### config.mk
export PLATFORM = sky130hd
export DESIGN_NAME = ctl_frame_writer
export DESIGN_NICKNAME = d
export VERILOG_FILES = /design/src/rtl/ctl_frame_pkg.sv /design/src/rtl/ctl_chip_decode.sv /design/src/rtl/ctl_frame_build.sv /design/src/rtl/ctl_settle_timer.sv /design/src/rtl/ctl_frame_writer.sv
export SDC_FILE = /design/constraint.sdc
export NUM_CORES = 1
export LEC_CHECK = 0
export BUFFER_PORTS_ARGS = -buffer_cell sky130_fd_sc_hd__buf_2
export CAP_MARGIN = 20
export CORE_MARGIN = 3
export CORE_UTILIZATION = 34
export CTS_CLUSTER_DIAMETER = 120
export DETAILED_ROUTE_END_ITERATION = 6
export SYNTH_ARGS = -nofsm -noshare
export SYNTH_HDL_FRONTEND = slang
export SYNTH_HIERARCHICAL = 1
export SYNTH_SLANG_ARGS = --single-unit
### constraint.sdc
create_clock -name clk -period 4.7 [get_ports clk]
set_input_delay 0.47 -clock clk [delete_from_list [all_inputs] [get_ports clk]]
set_output_delay 0.47 -clock clk [all_outputs]
set_load 0.03 [all_outputs]
### src/rtl/ctl_frame_pkg.sv
package ctl_frame_pkg;

    typedef enum logic [2:0] {
        PH_IDLE,
        PH_LEAD,
        PH_SELECT,
        PH_CLK_LO,
        PH_DATA,
        PH_CLK_HI,
        PH_TAIL
    } phase_e;

    localparam int unsigned NUM_SEL = 2;

endpackage

### src/rtl/ctl_chip_decode.sv
module ctl_chip_decode #(
    parameter int unsigned IDX_W     = 3,
    parameter int unsigned IDX_LIMIT = 4
) (
    input  logic [IDX_W-1:0] idx_i,
    output logic             valid_o,
    output logic [1:0]       sel_oh_o
);
    // Index 0 reaches device 0; any other accepted index reaches device 1.
    always_comb begin
        valid_o  = (32'(idx_i) < IDX_LIMIT);
        sel_oh_o = (idx_i == '0) ? 2'b01 : 2'b10;
    end
endmodule

### src/rtl/ctl_frame_build.sv
module ctl_frame_build #(
    parameter int unsigned     CHIP_ADDR_W = 2,
    parameter logic [1:0]      CHIP_ADDR   = 2'd2,
    parameter int unsigned     REG_W       = 5,
    parameter int unsigned     DATA_W      = 8,
    localparam int unsigned    FRAME_W     = CHIP_ADDR_W + 1 + REG_W + DATA_W
) (
    input  logic [REG_W-1:0]   reg_i,
    input  logic [DATA_W-1:0]  data_i,
    output logic [FRAME_W-1:0] word_o
);
    // Address on top, write flag, register number, data in the low byte.
    always_comb begin
        word_o = {CHIP_ADDR[CHIP_ADDR_W-1:0], 1'b1, reg_i, data_i};
    end
endmodule

### src/rtl/ctl_settle_timer.sv
module ctl_settle_timer #(
    parameter int unsigned  SETTLE = 4,
    localparam int unsigned CNT_W  = (SETTLE > 1) ? $clog2(SETTLE) : 1
) (
    input  logic clk,
    input  logic rst_n,
    input  logic clear_i,
    output logic last_o
);
    logic [CNT_W-1:0] cnt_d, cnt_q;

    always_comb begin
        cnt_d  = clear_i ? '0 : cnt_q + CNT_W'(1);
        last_o = (cnt_q == CNT_W'(SETTLE - 1));
    end

    always_ff @(posedge clk or negedge rst_n) begin
        if (!rst_n) cnt_q <= '0;
        else        cnt_q <= cnt_d;
    end
endmodule

### src/rtl/ctl_frame_writer.sv
module ctl_frame_writer
    import ctl_frame_pkg::*;
#(
    parameter int unsigned SETTLE    = 4,
    parameter logic [1:0]  CHIP_ADDR = 2'd2,
    parameter int unsigned IDX_W     = 3,
    parameter int unsigned IDX_LIMIT = 4,
    parameter int unsigned REG_W     = 5,
    parameter int unsigned DATA_W    = 8
) (
    input  logic              clk,
    input  logic              rst_n,
    input  logic              start_i,
    input  logic [IDX_W-1:0]  chip_idx_i,
    input  logic [REG_W-1:0]  reg_addr_i,
    input  logic [DATA_W-1:0] data_i,
    output logic              sdata_o,
    output logic              sclk_o,
    output logic [1:0]        sel_n_o,
    output logic              busy_o,
    output logic              done_o
);
    localparam int unsigned FRAME_W = 2 + 1 + REG_W + DATA_W;
    localparam int unsigned BIT_W   = $clog2(FRAME_W);

    typedef struct packed {
        phase_e             phase;
        logic [FRAME_W-1:0] frame;
        logic [BIT_W-1:0]   bit_idx;
        logic [1:0]         sel_pick;
        logic               sclk;
        logic               sdata;
        logic [1:0]         sel_n;
        logic               done;
    } st_t;

    st_t st_d, st_q;

    logic               idx_ok;
    logic [1:0]         sel_oh;
    logic [FRAME_W-1:0] word;
    logic               t_last;
    logic               t_clear;

    ctl_chip_decode #(.IDX_W(IDX_W), .IDX_LIMIT(IDX_LIMIT)) u_dec (
        .idx_i    (chip_idx_i),
        .valid_o  (idx_ok),
        .sel_oh_o (sel_oh)
    );

    ctl_frame_build #(.CHIP_ADDR(CHIP_ADDR), .REG_W(REG_W), .DATA_W(DATA_W)) u_build (
        .reg_i  (reg_addr_i),
        .data_i (data_i),
        .word_o (word)
    );

    ctl_settle_timer #(.SETTLE(SETTLE)) u_timer (
        .clk     (clk),
        .rst_n   (rst_n),
        .clear_i (t_clear),
        .last_o  (t_last)
    );

    // The timer restarts on every phase change and is held at zero while idle.
    assign t_clear = (st_q.phase == PH_IDLE) || t_last;

    always_comb begin
        st_d      = st_q;
        st_d.done = 1'b0;
        unique case (st_q.phase)
            PH_IDLE: begin
                if (start_i && idx_ok) begin
                    st_d.phase    = PH_LEAD;
                    st_d.frame    = word;
                    st_d.sel_pick = sel_oh;
                end
            end
            PH_LEAD: if (t_last) begin
                st_d.phase = PH_SELECT;
                st_d.sel_n = ~st_q.sel_pick;
            end
            PH_SELECT: if (t_last) begin
                st_d.phase   = PH_CLK_LO;
                st_d.sclk    = 1'b0;
                st_d.bit_idx = BIT_W'(FRAME_W - 1);
            end
            PH_CLK_LO: if (t_last) begin
                st_d.phase = PH_DATA;
                st_d.sdata = st_q.frame[st_q.bit_idx];
            end
            PH_DATA: if (t_last) begin
                st_d.phase = PH_CLK_HI;
                st_d.sclk  = 1'b1;
            end
            PH_CLK_HI: if (t_last) begin
                if (st_q.bit_idx == '0) begin
                    st_d.phase = PH_TAIL;
                    st_d.sclk  = 1'b1;
                    st_d.sdata = 1'b1;
                    st_d.sel_n = 2'b11;
                end else begin
                    st_d.phase   = PH_CLK_LO;
                    st_d.sclk    = 1'b0;
                    st_d.bit_idx = st_q.bit_idx - BIT_W'(1);
                end
            end
            PH_TAIL: if (t_last) begin
                st_d.phase = PH_IDLE;
                st_d.done  = 1'b1;
            end
            default: st_d.phase = PH_IDLE;
        endcase
    end

    always_ff @(posedge clk or negedge rst_n) begin
        if (!rst_n) begin
            st_q.phase    <= PH_IDLE;
            st_q.frame    <= '0;
            st_q.bit_idx  <= '0;
            st_q.sel_pick <= '0;
            st_q.sclk     <= 1'b1;
            st_q.sdata    <= 1'b1;
            st_q.sel_n    <= 2'b11;
            st_q.done     <= 1'b0;
        end else begin
            st_q <= st_d;
        end
    end

    assign sdata_o = st_q.sdata;
    assign sclk_o  = st_q.sclk;
    assign sel_n_o = st_q.sel_n;
    assign busy_o  = (st_q.phase != PH_IDLE);
    assign done_o  = st_q.done;

endmodule

---- After elaboration in Yosys (flattened, before gate mapping) ----
Cells that the tools add are included.
Widths: inputs -> output; s select.
cells by class
  add/subtract/negate cells ............... 2
  magnitude comparators ................... 2
  equal/unequal tests ..................... 16
  muxes and demuxes ....................... 29
  bitwise logic cells ..................... 1
  reductions and logical operators ........ 16
operators by type and width
  operator             count
  $mux 3               8
  $pmux 3 s7           1
  $mux 19              1
  $mux 4               4
  $ne 2x2->1 const B   8
  $reduce_and 4->1     4
  $eq 3x3->1 const B   3
  $pmux 4 s2           1
  $mux 1               7
  $reduce_and 7->1     1
  $eq 3x2->1 const B   2
  $logic_not 3->1      2
  $mux 2               3
  $reduce_bool 2->1    3
  $reduce_bool 3->1    2
  $lt 4x5->1 const B   1
  $bmux 1 s4           1
  $logic_not 4->1      1
  $pmux 2 s2           1
  $sub 4x1->4 const B  1
  $eq 3x1->1 const B   1
  $lt 3x3->1 const B   1
  $pmux 1 s3           1
  $add 2x1->2 const B  1
  7 further kinds      7
storage, ports and cells
  register bits after elaboration ......... 30
  input port bits ......................... 19
  output and inout port bits .............. 6
  logic and storage cells ................. 75

---- Depth between registers and ports, before layout ----
  depth in word-level cells ............... 4
  gate-level depth with buffers ........... 7
  depth with buffers taken out ............ 6

---- Hierarchy ----
Netlist, hierarchy kept.
by module, submodules not included
  module            times used  cells an instance  area an instance (µm²)  seq. area each (µm²)
  ctl_frame_writer  1           127                1507.7                  755.7
  ctl_frame_build   1           18                 127.6                   0.0
  ctl_settle_timer  1           5                  72.6                    50.0
  ctl_chip_decode   1           3                  15.0                    0.0

---- Worst setup path after synthesis ----
Ideal clock, no wire load.
  path type ............................... register to register
  from .................................... reg st_q[8] (netlist name)
  to ...................................... reg st_q (netlist bit sdata_o)
  setup time .............................. 97 ps
  data arrival time ....................... 1605 ps
  data required time ...................... 4603 ps
  setup slack ............................. 2999 ps
  cell stages (with the launch flop) ...... 8
  path buffers ............................ 1
  period minus slack after synthesis ...... 1701 ps
  cells stage by stage .................... dfrtp_1 -> buf_6 -> inv_1 -> ha_1 -> or3b_2 -> o21ai_1 -> a21oi_1 -> nor4_1
on the way
  cells in the longest elaborated chain, start to end .. 4
  elaborated cells on any way between the ends .. 7
  those cells by class .................... eq/ne (1); mux (4); reduce/logical (2)
RTL lines
  what                          line                     text
  start, declared               ctl_frame_writer.sv:37   st_t st_d, st_q;
  start signal, assigned        ctl_frame_writer.sv:126  st_q <= st_d;
  $bmux 1 s4                    ctl_frame_writer.sv:89   st_d.sdata = st_q.frame[st_q.bit_idx];
  $mux 1 (not written as such)  ctl_frame_writer.sv:89
  $mux 1                        ctl_frame_writer.sv:87   PH_CLK_LO: if (t_last) begin
  $pmux 1 s2                    ctl_frame_writer.sv:70   unique case (st_q.phase)
Several ways; a longest one is shown, not always the timed one. The select of a mux whose other input is x is not followed.
A chain may end at the register's enable or synchronous reset.

---- Final worst setup path ----
  from .................................... reg st_q[29] (netlist name)
  to ...................................... reg st_q[16] (netlist name)
on the way
  cells in the longest elaborated chain, start to end .. 2
RTL lines
  what                        line
  $logic_not 3->1             ctl_frame_writer.sv:70
  $reduce_and 2->1 (no line)  -
Every way passes these cells.

==> summary.md <==
| Metric | Value |
|---|---|
| Worst-case register-to-register setup slack | `2.60 ns` |
| Post-synthesis cell type count | `36` |
| Post-DRT Antenna Nets | `0` |
| Cts-stage hold buffer count | `0` |
| Worst path cell trace | `nor3_1 > and3_1 > mux2_2` |
| Fraction of final layout cells with drive strength greater than 1 | `0.356` |
| Final non-filler cell area | `1820 um2` |
| Peak VDD IR | `0.000241 V` |
| Power per standard cell area | `577 nW/um2` |
| Std-Cell Rows | `25` |
| Average wire per cell in the routed design | `12.8 um` |
| Starting DRT DRC Count | `69` |
| Worst max-slew margin expressed relative to the limit | `0.470` |
| Number of warnings reported in the yosys synthesis log | `6` |
| TritonCTS clock tree | `yes` |
| Cell type with the highest aggregate area in the netlist | `sky130_fd_sc_hd__dfrtp_1` |
| Type of origin of the critical path | `register` |
| Die area | `5960 um2` |
| Final Hold Violating Endpoints | `0` |
| Count of inserted antenna diode cells | `0` |
| Final-layout setup total negative slack | `0 ns` |
| Leading cell type in the layout, fill and taps excluded | `sky130_fd_sc_hd__dfrtp_1` |
| Worst path top cell family by delay | `simple AND/OR/NAND/NOR gates` |
| Category of the critical setup timing path | `register to register` |
| Number of buffers inserted by post-CTS setup repair | `0` |
| Post-synth ARST share | `1.00` |
| Number of gates resized after cts | `0` |
| CP Data Required Time | `4.85 ns` |
| Maximum fanout along the worst path | `19` |
| R2R cell count | `3` |
| GRT Resource Usage Total | `0.111` |
| Critical path arrival | `2.25 ns` |
| Global route hottest layer | `met2` |
| Worst hold path class | `input pin to asynchronous set/reset pin` |
| Worst path buffer plus inverter count | `0` |
| Post-synthesis sequential area ratio | `0.468` |
| Initial Util | `0.358` |
| Critical path capture point type | `register` |
| Instance area after placement | `1740 um2` |
| Worst path max stage delay | `0.73 ns` |
| Mapped Cells | `153` |
| Vias in the first global route | `1,110` |
| GRT met3 Usage | `0.0411` |
| Placeable Area | `4820 um2` |
| Number of antenna violations at the first check in global routing | `0` |
| Highest-count cells in the layout ignoring fill and taps | `sky130_fd_sc_hd__dfrtp_1, sky130_fd_sc_hd__buf_2, sky130_fd_sc_hd__mux2_2` |
| Result of the run | `finished clean` |
| Total length of routed wires | `2.90 mm` |
| Post-route fraction of the period consumed by the critical path | `0.446` |
| First-pass GRT wire length | `5.17 mm` |
| Fraction of met2 tracks used by global routing | `0.179` |
| CTS H-tree depth | `2` |
| Cell types with the largest area share after synthesis | `sky130_fd_sc_hd__dfrtp_1, sky130_fd_sc_hd__mux2_2, sky130_fd_sc_hd__buf_4` |
| Worst R2R End | `st_q[16]` |
| Residual overflow from global routing | `0` |
| Share of the synthesized area in the top cell type | `0.407` |
| Detailed-route vias per instance | `4.82` |
| Final count of pins violating max slew | `0` |
| Vias | `1,095` |
| DPL Wire Length | `2.16 mm` |
| Clock Tree Root | `sky130_fd_sc_hd__clkbuf_8` |
| Maximum clock frequency | `477 MHz` |
| Hold_ws | `0.238 ns` |
| I/O pin count | `25` |
| Detailed-router iteration count before antenna repair | `4` |
| Number of buffers added on ports | `24` |
| Number of max-cap violations | `0` |
| Synth-to-Final Area Change | `5.66%` |
| Clock latency on the worst-skew pair | `0.27 ns` |
| Post-route minimum period | `2.10 ns` |
| Setup repair after global routing missed its margin | `no` |
| Post-synth EDFFs | `0` |
| Final weighted congestion of routability-driven global placement | `0.847` |
| Critical-path cell with the highest stage delay | `sky130_fd_sc_hd__and3_1` |
| Clock transition at the registers of the reported paths | `0.06 ns` |
| TritonCTS buffer count | `5` |
| Fin nets | `180` |
| Final setup vio count | `0` |
| Yosys reg bits | `32` |
| Die span in y | `77.2 um` |
| FF-to-FF Start | `st_q[29]` |
| Final clock skew | `0.00616 ns` |
| DR DRC count | `0` |
| Met1 GRT Util | `0.131` |
| Post-Place Worst Slack | `2.56 ns` |
| Netlist Area Pre-Place | `1720 um2` |
| Clock sinks | `32` |
| Maximum number of pins on one net before global-route repair | `33` |
| X dimension of the die | `77.2 um` |
| Worst-case clock buffer depth | `2` |
| Post-synthesis area per instance | `11.3 um2` |
| Leakage dissipation | `0.784 nW` |
| Top FF cell, synth | `sky130_fd_sc_hd__dfrtp_1` |
| Worst setup margin | `2.60 ns` |
| Worst-Margin Slew | `0.795 ns` |
sequential cells by signal (all words and copies together), names as in the netlist:
register       flops
sdata_o            1
sel_n_o            2
sclk_o             1
done_o             1
u_timer/cnt_q      2
st_q              25
final cells by class:
cell class              count  area (um2)
clock buffers               7        76.3
fillers                   496        3000
flip-flops and latches     32         806
inverters                   6        22.5
repair buffers             24         120
clock inverters             1        5.00
well taps                  67        83.8
multi-input cells          90         707
per-layer routing:
metal | routed length (um) | up-vias
li1 | - | 531
met1 | 1230 | 525
met2 | 1470 | 32
met3 | 141 | 7
met4 | 57 | 0
met5 | 0 | -
how the worst max path moves through the flow:
| stage | start | endpoint | slack [ns] | depth (start not counted) |
|---|---|---|---|---|
| 2_1_floorplan | st_q[8] | sdata_o | 3.00 | 7 |
| 3_3_place_gp | st_q[29] | st_q[25] | 2.70 | 3 |
| 3_5_place_dp | st_q[29] | st_q[16] | 2.56 | 3 |
| 4_1_cts | st_q[29] | st_q[16] | 2.55 | 3 |
| 5_1_grt | st_q[29] | st_q[12] | 2.44 | 3 |
| 6_report | st_q[29] | st_q[16] | 2.60 | 3 |
synth_stat cells (3+ instances only):
cell	count
sky130_fd_sc_hd__nor3_1	7
sky130_fd_sc_hd__mux2_2	19
sky130_fd_sc_hd__a21oi_1	12
sky130_fd_sc_hd__nor2_1	7
sky130_fd_sc_hd__buf_4	20
sky130_fd_sc_hd__buf_2	3
sky130_fd_sc_hd__dfstp_2	4
sky130_fd_sc_hd__o21ai_0	6
sky130_fd_sc_hd__and3_1	3
sky130_fd_sc_hd__dfrtp_1	28
sky130_fd_sc_hd__nand2_1	4
sky130_fd_sc_hd__mux4_1	4
sky130_fd_sc_hd__inv_1	6
cells by family (layout without fill, tap and decap cells):
| kind of cell | Yosys count | count (layout) | synth area share |
|---|---|---|---|
| AND/OR/NAND/NOR | 38 | 38 | 0.127 |
| flip-flops | 32 | 32 | 0.468 |
| buffers and inverters | 32 | 38 | 0.124 |
| AO/OA/AOI/OAI | 24 | 24 | 0.0770 |
| multiplexers | 23 | 23 | 0.185 |
| adder cells (fa/ha/maj) | 2 | 2 | 0.0145 |
| other | 2 | 3 | 0.00436 |
report_power, final:
group,internal [mW],switching (mW)
clock,0.104,0.0911
sequential,0.391,0.0935
combinational,0.203,0.168
stage by stage:
| stage | std cells | power (mW) | util |
|---|---|---|---|
| floorplan | 154 | 0.805 | - |
| global placement | 219 | 0.845 | 0.361 |
| detailed placement | 219 | 0.865 | 0.361 |
| CTS | 227 | 1.06 | 0.378 |
| global route | 227 | 1.13 | 0.378 |
| finish | 227 | 1.05 | 0.378 |
Power figures use the tool's default switching activity.
